<file path="config.mk">
export PLATFORM = sky130hd
export DESIGN_NAME = mdtx_top
export DESIGN_NICKNAME = d
export VERILOG_FILES = /design/src/rtl/mdtx_pkg.sv /design/src/rtl/mdtx_hold.sv /design/src/rtl/mdtx_shift.sv /design/src/rtl/mdtx_top.sv
export SDC_FILE = /design/constraint.sdc
export NUM_CORES = 1
export LEC_CHECK = 0
export ABC_AREA = 1
export BUFFER_PORTS_ARGS = -buffer_cell sky130_fd_sc_hd__buf_2
export CELL_PAD_IN_SITES_DETAIL_PLACEMENT = 1
export CELL_PAD_IN_SITES_GLOBAL_PLACEMENT = 2
export CORE_UTILIZATION = 37
export DETAILED_ROUTE_END_ITERATION = 7
export MAX_ROUTING_LAYER = met4
export PLACE_DENSITY = 0.88
export RECOVER_POWER = 25
export SETUP_SLACK_MARGIN = 0.5
export SLEW_MARGIN = 40
export SYNTH_ARGS = -nofsm -noshare
export SYNTH_HDL_FRONTEND = slang
export SYNTH_SLANG_ARGS = --single-unit
</file>
<file path="constraint.sdc">
create_clock -name clk -period 4.85 [get_ports clk]
set_input_delay 0.7275 -clock clk [delete_from_list [all_inputs] [get_ports clk]]
set_output_delay 0.7275 -clock clk [all_outputs]
set_load 0.01 [all_outputs]
</file>
<file path="src/rtl/mdtx_pkg.sv">
package mdtx_pkg;

    // Per-frame options captured when the serializer takes a byte
    typedef struct packed {
        logic par_en;
        logic par_odd;
        logic two_stop;
        logic mark_en;
    } mdtx_cfg_t;

endpackage

</file>
<file path="src/rtl/mdtx_hold.sv">
module mdtx_hold #(
    parameter int DW = 8
) (
    input  logic          clk,
    input  logic          rst_n,
    input  logic          wr_data_en,
    input  logic [DW-1:0] wr_data,
    input  logic          wr_wake_en,
    input  logic          wr_wake,
    input  logic          take,
    output logic [DW-1:0] hold_data,
    output logic          hold_full,
    output logic          hold_wake
);

    typedef struct packed {
        logic [DW-1:0] data;
        logic          full;
        logic          wake;
    } hold_t;

    hold_t s_q, s_d;

    always_comb begin
        s_d = s_q;
        // Transfer empties the buffer and self-clears the wake flag
        if (take) begin
            s_d.full = 1'b0;
            s_d.wake = 1'b0;
        end
        // Fresh writes in the same cycle take priority
        if (wr_data_en) begin
            s_d.data = wr_data;
            s_d.full = 1'b1;
        end
        if (wr_wake_en) begin
            s_d.wake = wr_wake;
        end
    end

    always_ff @(posedge clk or negedge rst_n) begin
        if (!rst_n) begin
            s_q <= '0;
        end else begin
            s_q <= s_d;
        end
    end

    assign hold_data = s_q.data;
    assign hold_full = s_q.full;
    assign hold_wake = s_q.wake;

endmodule

</file>
<file path="src/rtl/mdtx_shift.sv">
module mdtx_shift
    import mdtx_pkg::*;
#(
    parameter int DW  = 8,
    parameter int TPB = 8
) (
    input  logic                  clk,
    input  logic                  rst_n,
    input  logic                  tick,
    input  logic                  load,
    input  logic [DW-1:0]         ld_data,
    input  logic                  ld_mark,
    input  logic [$clog2(DW)-1:0] cfg_len,
    input  mdtx_cfg_t             cfg,
    output logic                  busy,
    output logic                  txd
);

    localparam int FRMW = DW + 5;              // start + data + marker + parity + 2 stop
    localparam int PW   = $clog2(FRMW + 1);
    localparam int CNTW = $clog2(TPB);

    typedef struct packed {
        logic [FRMW-1:0] frm;   // remaining bits, LSB on the line
        logic [PW-1:0]   left;  // bits still to finish
        logic [CNTW-1:0] sub;   // ticks spent in the current bit
        logic            busy;
    } shift_t;

    shift_t          s_q, s_d;
    logic [FRMW-1:0] frame_ld;
    logic [PW-1:0]   pos;
    logic            par;

    // Assemble the whole frame at once; unused upper positions stay 1
    always_comb begin
        frame_ld    = '1;
        frame_ld[0] = 1'b0;
        pos         = PW'(1);
        par         = 1'b0;
        for (int i = 0; i < DW; i++) begin
            if (i <= int'(cfg_len)) begin
                frame_ld[pos] = ld_data[i];
                par           = par ^ ld_data[i];
                pos           = pos + 1'b1;
            end
        end
        if (cfg.mark_en) begin
            frame_ld[pos] = ld_mark;
            par           = par ^ ld_mark;
            pos           = pos + 1'b1;
        end
        if (cfg.par_en) begin
            frame_ld[pos] = par ^ cfg.par_odd;
            pos           = pos + 1'b1;
        end
        pos = pos + 1'b1;
        if (cfg.two_stop) begin
            pos = pos + 1'b1;
        end
    end

    always_comb begin
        s_d = s_q;
        if (load) begin
            s_d.frm  = frame_ld;
            s_d.left = pos;
            s_d.sub  = '0;
            s_d.busy = 1'b1;
        end else if (s_q.busy && tick) begin
            if (s_q.sub == CNTW'(TPB - 1)) begin
                s_d.sub  = '0;
                s_d.frm  = {1'b1, s_q.frm[FRMW-1:1]};
                s_d.left = s_q.left - 1'b1;
                if (s_q.left == PW'(1)) begin
                    s_d.busy = 1'b0;
                end
            end else begin
                s_d.sub = s_q.sub + 1'b1;
            end
        end
    end

    always_ff @(posedge clk or negedge rst_n) begin
        if (!rst_n) begin
            s_q <= '{frm: '1, left: '0, sub: '0, busy: 1'b0};
        end else begin
            s_q <= s_d;
        end
    end

    assign busy = s_q.busy;
    assign txd  = !s_q.busy || s_q.frm[0];

endmodule

</file>
<file path="src/rtl/mdtx_top.sv">
module mdtx_top
    import mdtx_pkg::*;
#(
    parameter int DW  = 8,
    parameter int TPB = 8,
    localparam int LENW = $clog2(DW)
) (
    input  logic            clk,
    input  logic            rst_n,
    input  logic            tick,
    input  logic            wr_data_en,
    input  logic [DW-1:0]   wr_data,
    input  logic            wr_wake_en,
    input  logic            wr_wake,
    input  logic [LENW-1:0] cfg_len,
    input  logic            cfg_par_en,
    input  logic            cfg_par_odd,
    input  logic            cfg_two_stop,
    input  logic            cfg_mark_en,
    output logic            txd,
    output logic            buf_empty,
    output logic            shift_empty,
    output logic            wake_flag
);

    logic [DW-1:0] hold_data;
    logic          hold_full;
    logic          hold_wake;
    logic          busy;
    logic          take;
    mdtx_cfg_t     cfg;

    assign cfg  = '{par_en: cfg_par_en, par_odd: cfg_par_odd,
                    two_stop: cfg_two_stop, mark_en: cfg_mark_en};
    assign take = hold_full && !busy;

    mdtx_hold #(.DW(DW)) u_hold (
        .clk        (clk),
        .rst_n      (rst_n),
        .wr_data_en (wr_data_en),
        .wr_data    (wr_data),
        .wr_wake_en (wr_wake_en),
        .wr_wake    (wr_wake),
        .take       (take),
        .hold_data  (hold_data),
        .hold_full  (hold_full),
        .hold_wake  (hold_wake)
    );

    mdtx_shift #(.DW(DW), .TPB(TPB)) u_shift (
        .clk     (clk),
        .rst_n   (rst_n),
        .tick    (tick),
        .load    (take),
        .ld_data (hold_data),
        .ld_mark (hold_wake),
        .cfg_len (cfg_len),
        .cfg     (cfg),
        .busy    (busy),
        .txd     (txd)
    );

    assign buf_empty   = !hold_full;
    assign shift_empty = !busy && !hold_full;
    assign wake_flag   = hold_wake;

endmodule

</file>
# == Word level (Yosys, flattened, before mapping) ==
# Cells that the tools add are included.
# op_classes
n_addsub,12
magnitude_cmp,23
n_eq_ne,2
n_mux,60
bitwise_logic,9
reduce_logical,21
# ops
operator,n
bitwise mux 13 bit,8
two-way mux 13 bit,8
two-way mux 21 bit,2
"adder 4 x 1 -> 4 bit, second input constant",10
"< comparator 4 x 5 -> 1 bit, second input constant",8
two-way mux 4 bit,9
demux 1 bit (select 4 bit),8
"greater-or-equal comparator 4 x 1 -> 1 bit, second input constant",8
two-way mux 1 bit,21
two-way mux 17 bit,1
"less-or-equal comparator 3 bit, first input constant",4
logical AND 1 bit,11
nonzero test 2 bit,5
bitwise XOR 1 bit,9
"less-or-equal comparator 2 x 3 -> 1 bit, first input constant",2
two-way mux 3 bit,2
"== test 4 x 1 -> 1 bit, second input constant",1
"subtractor 4 x 1 -> 4 bit, second input constant",1
"adder 3 x 1 -> 3 bit, second input constant",1
"== test 3 bit, second input constant",1
"less-or-equal comparator 1 x 3 -> 1 bit, first input constant",1
AND reduction 3 bit,1
zero test 1 bit,2
two-way mux 2 bit,1
other kinds (2),2
# word_totals
regBits,31
out_inout_bits,4
wordCells,134

# == Logic depth before layout (Yosys ltp) ==
# depth
ltp_word,23
mapped_depth,41
ltp_nobuf,41

# == Hierarchy ==
# From an unflattened synthesis, not the netlist that was laid out.
# hier_totals
cells_unflattened,540
area_unflattened_um2,3502.1
# by_module_without_submodules
module,instances,cells_per_inst,area_each_um2,seq_area_each_um2
mdtx_shift,1,495,3109.2,541.8
mdtx_hold,1,42,379.1,250.2
mdtx_top,1,3,13.8,0.0

# == Worst setup path before layout ==
# No wires, ideal clock.
# synth_path
kind,input -> register
from,in cfg_len[2]
to,reg u_shift.s_q[7] (netlist name)
setup_time_ps,117
arrival_ps,6139
t_required_ps,4733
path_slack_ps,-1405
stages,40
path_cell_list,inv_2 nand2_2 nor2_1 inv_1 ha_1 inv_1 nand2_1 nand2_2 ha_1 or2_2 nand2_1 ha_1 nand2_1 nand2_1 inv_1 ha_1 or2_2 nand2_1 [... 4 more ...] ha_1 or2_2 nand2_1 inv_1 ha_1 nand2_1 inv_1 nand3_1 nand2_1 ha_1 nand2_1 nand3_1 nand2_1 nand3_1 nand2_1 nand2_1 nand2_1 nand2_1
# synth_via
elab_chain_cells,22
elab_cells_between_ends,28
classes_between,add/sub (10); order compare (7); mux (11)
# synth_lines
item,line_no,rtl
start: declaration,mdtx_top.sv:15,"input logic [LENW-1:0] cfg_len,"
less-or-equal comparator 1 x 3 -> 1 bit,mdtx_shift.sv:42,if (i <= int'(cfg_len)) begin
two-way mux 1 bit,mdtx_shift.sv:42,
adder 4 x 1 -> 4 bit,mdtx_shift.sv:45,pos = pos + 1'b1;
two-way mux 4 bit,mdtx_shift.sv:42,
adder 4 x 1 -> 4 bit,mdtx_shift.sv:45,
two-way mux 4 bit,mdtx_shift.sv:42,
adder 4 x 1 -> 4 bit,mdtx_shift.sv:45,
two-way mux 4 bit,mdtx_shift.sv:42,
[... 6 more ...],-,
adder 4 x 1 -> 4 bit,mdtx_shift.sv:51,pos = pos + 1'b1;
two-way mux 4 bit *,mdtx_shift.sv:48,if (cfg.mark_en) begin
adder 4 x 1 -> 4 bit,mdtx_shift.sv:55,pos = pos + 1'b1;
two-way mux 4 bit *,mdtx_shift.sv:53,if (cfg.par_en) begin
adder 4 x 1 -> 4 bit *,mdtx_shift.sv:57,pos = pos + 1'b1;
adder 4 x 1 -> 4 bit,mdtx_shift.sv:59,pos = pos + 1'b1;
two-way mux 4 bit *,mdtx_shift.sv:58,if (cfg.two_stop) begin
two-way mux 21 bit *,mdtx_shift.sv:65,if (load) begin
end signal: assignment,mdtx_shift.sv:86,"s_q <= '{frm: '1, left: '0, sub: '0, busy: 1'b0};"
end: declaration,mdtx_shift.sv:30,"shift_t s_q, s_d;"
# Every way passes the cells marked *; elsewhere a longest branch is shown, timed or not.
# A chain may end at the register's enable or synchronous reset.

# == Worst setup path after layout ==
# layout_path
from,in cfg_len[1]
to,reg u_shift.s_q[7] (netlist name)
# Same word-level chain as after synthesis.

==> run_results.csv <==
group,metric,value,unit
global_routing,grt_pass1_wl,24.74,mm
finish,syn2layout_area_growth,37.09,%
timing,relSlewSlack,-13.18,%
timing,rsz0062_at_grt,"true",
floorplan,rows,38,
job,drv_cap,1,
timing,holdWs,0.4984,ns
place,placed_cells,877,
clock_network,cts_buffers,5,
setup_path,crit_path_max_incr_delay,0.27,ns
setup_path,required,5.02,ns
synth,syn_nets,738,
clock_network,root_buffer,"clkbuf_16",
global_routing,busiest_layer,"met2",
floorplan,die-area,11760,µm²
global_routing,use_met1,38.37,%
global_routing,antenna_found_initial,0,
timing,clock_skew,0.006328,ns
global_routing,grt_max_degree,32,
hold_path,min_to,"u_shift.s_q[11]$_DFFE_PN1P_",
hold_path,worstHoldStart,"u_shift.s_q[11]$_DFFE_PN1P_",
route,drc,0,
synth,yosysSeqAreaShare,18.89,%
synth,ys_warn_count,0,
setup_path,cp_top_family,"simple AND/OR/NAND/NOR gates",
timing,finalMaxSlewViolations,32,
timing,hold_violations,0,
floorplan,die_w,108.5,µm
synth,synth_seq_cells,31,
synth,syn_area,4193,µm²
global_routing,grt-ovfl-total,0,
clock_network,htreeDepth,2,
global_routing,grt_pass1_vias,4973,
clock_network,clk_path_buf_depth,2,
route,routedWlPerCell,16.71,µm
setup_path,r2r-start,"u_hold.hold_data[6]$_DFFE_PN0P_",
finish,antenna_cells,0,
floorplan,die_y,108.5,µm
clock_network,cts_hold_buf,0,
hold_path,hp-class,"register to register",
finish,final_cells,925,
hold_path,hold-path-cell-count,2,
route,vias,4900,
power,cellLeakagePower,2.757,nW
timing,min_period_over_period,104.2,%
route,wl,15.45,mm
place,portBuffers,24,
setup_path,crit_fanout,3,
timing,setup_ws,-0.2039,ns
synth,synthDistinctLibCells,44,
floorplan,coreArea,10940,µm²
setup_path,cp.arrival,5.22,ns
global_routing,use_met2,43.67,%
timing,tightest_slew,1.698,ns
setup_path,cpMaxStageDelayCell,"ha_4",
finish,final_nets,840,
finish,drive_gt1_share,32.48,%
place,place_hpwl,11.82,mm
timing,max_freq,0.1979,GHz
setup_path,rr_endpoint,"u_shift.s_q[16]$_DFFE_PN1P_",
status,violations,"capacitance limit, slew limit, setup timing",
route,first_pass_iters,5,
synth,synthCells,682,
power,p_per_area,265.5,nW/µm²
setup_path,critPathKind,"input pin to register",
setup_path,r2r_slack,2.55,ns
setup_path,reg2reg_depth,9,
route,ant_nets,0,
synth,synth.avg_cell_area,6.148,µm²
floorplan,ios,25,
place,gp_congestion,0.9109,
setup_path,cp-start-kind,"input pin",
route,via_per_inst,5.297,
global_routing,grt_usage,27.57,%
setup_path,cp_num_buf_inv,8,
place,pre_cts_slack,-0.5709,ns
power,ir_drop,0.1840,mV
finish,finalInstanceArea,5748,µm²
clock_network,clock_sinks,31,
timing,fin_crit,5.054,ns
power,power,1.526,mW
route,drt_iter0_drc,326,
setup_path,crit_top_cell,"nand2_4",
place,dpl_cell_area,4962,µm²
global_routing,grt_util_met3,2.712,%
status,outcome,"complete, but fails checks",
floorplan,start_util,38.34,%
clock_network,cts_tree,"yes",
timing,setup_viol,11,
clock_network,clk_pin_slew_worst_paths,0.05,ns
clock_network,worstSkewPairLatency,0.28,ns
setup_path,end_kind,"register",
how the worst max path moves through the flow:
| stage | startpoint | end | slack, ns | cells after the start |
|---|---|---|---|---|
| 3_5_place_dp | cfg_len[1] | u_shift.s_q[6]$_DFFE_PN0P_ | -0.57 | 36 |
| 3_3_place_gp | cfg_len[1] | u_shift.s_q[7]$_DFFE_PN0P_ | -0.35 | 40 |
| 6_report | cfg_len[1] | u_shift.s_q[7]$_DFFE_PN0P_ | -0.20 | 40 |
| 4_1_cts | cfg_len[1] | u_shift.s_q[7]$_DFFE_PN0P_ | -0.11 | 39 |
| 2_1_floorplan | cfg_len[1] | u_shift.s_q[7]$_DFFE_PN0P_ | -0.34 | 40 |
| 5_1_grt | cfg_len[1] | u_shift.s_q[7]$_DFFE_PN0P_ | -0.45 | 40 |
power by group:
part / internal, mW / leakage (nW) / switching, mW
Combinational: 0.329 / 2.34 / 0.454
Clock: 0.203 / 0.0739 / 0.107
Sequential: 0.373 / 0.347 / 0.0606
synthesized netlist by cell type (all sizes together):
cell    instances  share of area, %
ha             35                10
o21ai          46               5.6
nor3b           1              0.18
a21boi          1              0.18
or2             7               1.0
o22ai           3              0.45
nand3b          3              0.54
nor2           79               8.6
o31ai           2              0.36
clkinv          1             0.089
inv            92               8.4
nand4           5              0.75
clkbuf         12               1.1
dfrtp          18                11
xor2            5               1.0
dfstp          13               8.1
o211ai         10               1.8
and3            1              0.15
buf             2              0.39
nor3            8              0.95
a22oi           1              0.18
a21oi          24               3.2
xnor2           6               1.3
nor4            1              0.15
o21bai          1              0.18
nand3         107                14
nand2         194                19
a31oi           3              0.45
o221ai          1              0.21
through the flow:
step                      TNS (ns)  util (%)
final                       -1.246     52.56
after global routing        -4.020     52.56
after CTS                  -0.2690     49.67
after detailed placement    -3.484     45.38
after global placement      -1.190     45.38
after floorplan            -0.9022         -
final cells by class:
type                            count  area, µm²
Clock inverter                      1      5.005
Inverter                           93      380.4
Sequential cell                    31      792.0
Clock buffer                        7      142.6
Fill cell                        1482       5187
Multi-Input combinational cell    544       3420
Tap cell                          140      175.2
Timing Repair Buffer              109      833.3
sequential cells by signal, summed over array words and instances, names as in the netlist:
name,cells
u_hold.hold_full,1
u_hold.hold_wake,1
u_shift.s_q,20
u_shift.busy,1
u_hold.hold_data,8
cells in the final DEF (no fill, tap or decap), drive strengths merged, types with 7 or more instances in the layout:
cell,synthesis,layout
o211ai,10,10
or2,7,7
ha,35,35
dfrtp,18,18
nor3,8,8
buf,2,107
o21ai,46,46
a21oi,24,24
clkbuf,12,9
nand2,194,194
inv,92,91
nand3,107,107
nor2,79,79
dfstp,13,13
kinds of logic (layout without fill, tap and decap cells):
| group | count (synthesis) | count (layout) | synth area share [%] |
|---|---|---|---|
| XOR/XNOR | 11 | 11 | 2.298 |
| AO/OA/AOI/OAI | 92 | 92 | 12.59 |
| adder cells (fa/ha/maj) | 35 | 35 | 10.44 |
| flip-flops | 31 | 31 | 18.89 |
| buffers and inverters | 107 | 210 | 9.907 |
| AND/OR/NAND/NOR | 406 | 406 | 45.87 |
worst register-to-register path, stage by stage, from the launching register on:
cell and delay, ns:
dfrtp_1 0.47, clkinv_1 0.33, nor2_1 0.23, xor2_1 0.20, xnor2_1 0.22, xnor2_1 0.15
buf_4 0.20, a21oi_1 0.15, o21ai_1 0.12, a21oi_1 0.15
per-layer routing:
layer / vias to the layer above / part of all wire (%)
li1: 2426 / -
met1: 2365 / 50
met2: 97 / 46
met3: 12 / 3.1
met4: 0 / 0.94
met5: - / 0
repair_timing:
action                                  4_1_cts  5_1_grt
endpoints found under the hold margin         0        0
gates resized for setup                      47       39
gates cloned                                  0        0
endpoints found under the setup margin       16       16
setup buffers                                19       21
pin swaps                                    28       20
(Power assumes the default switching activity.)
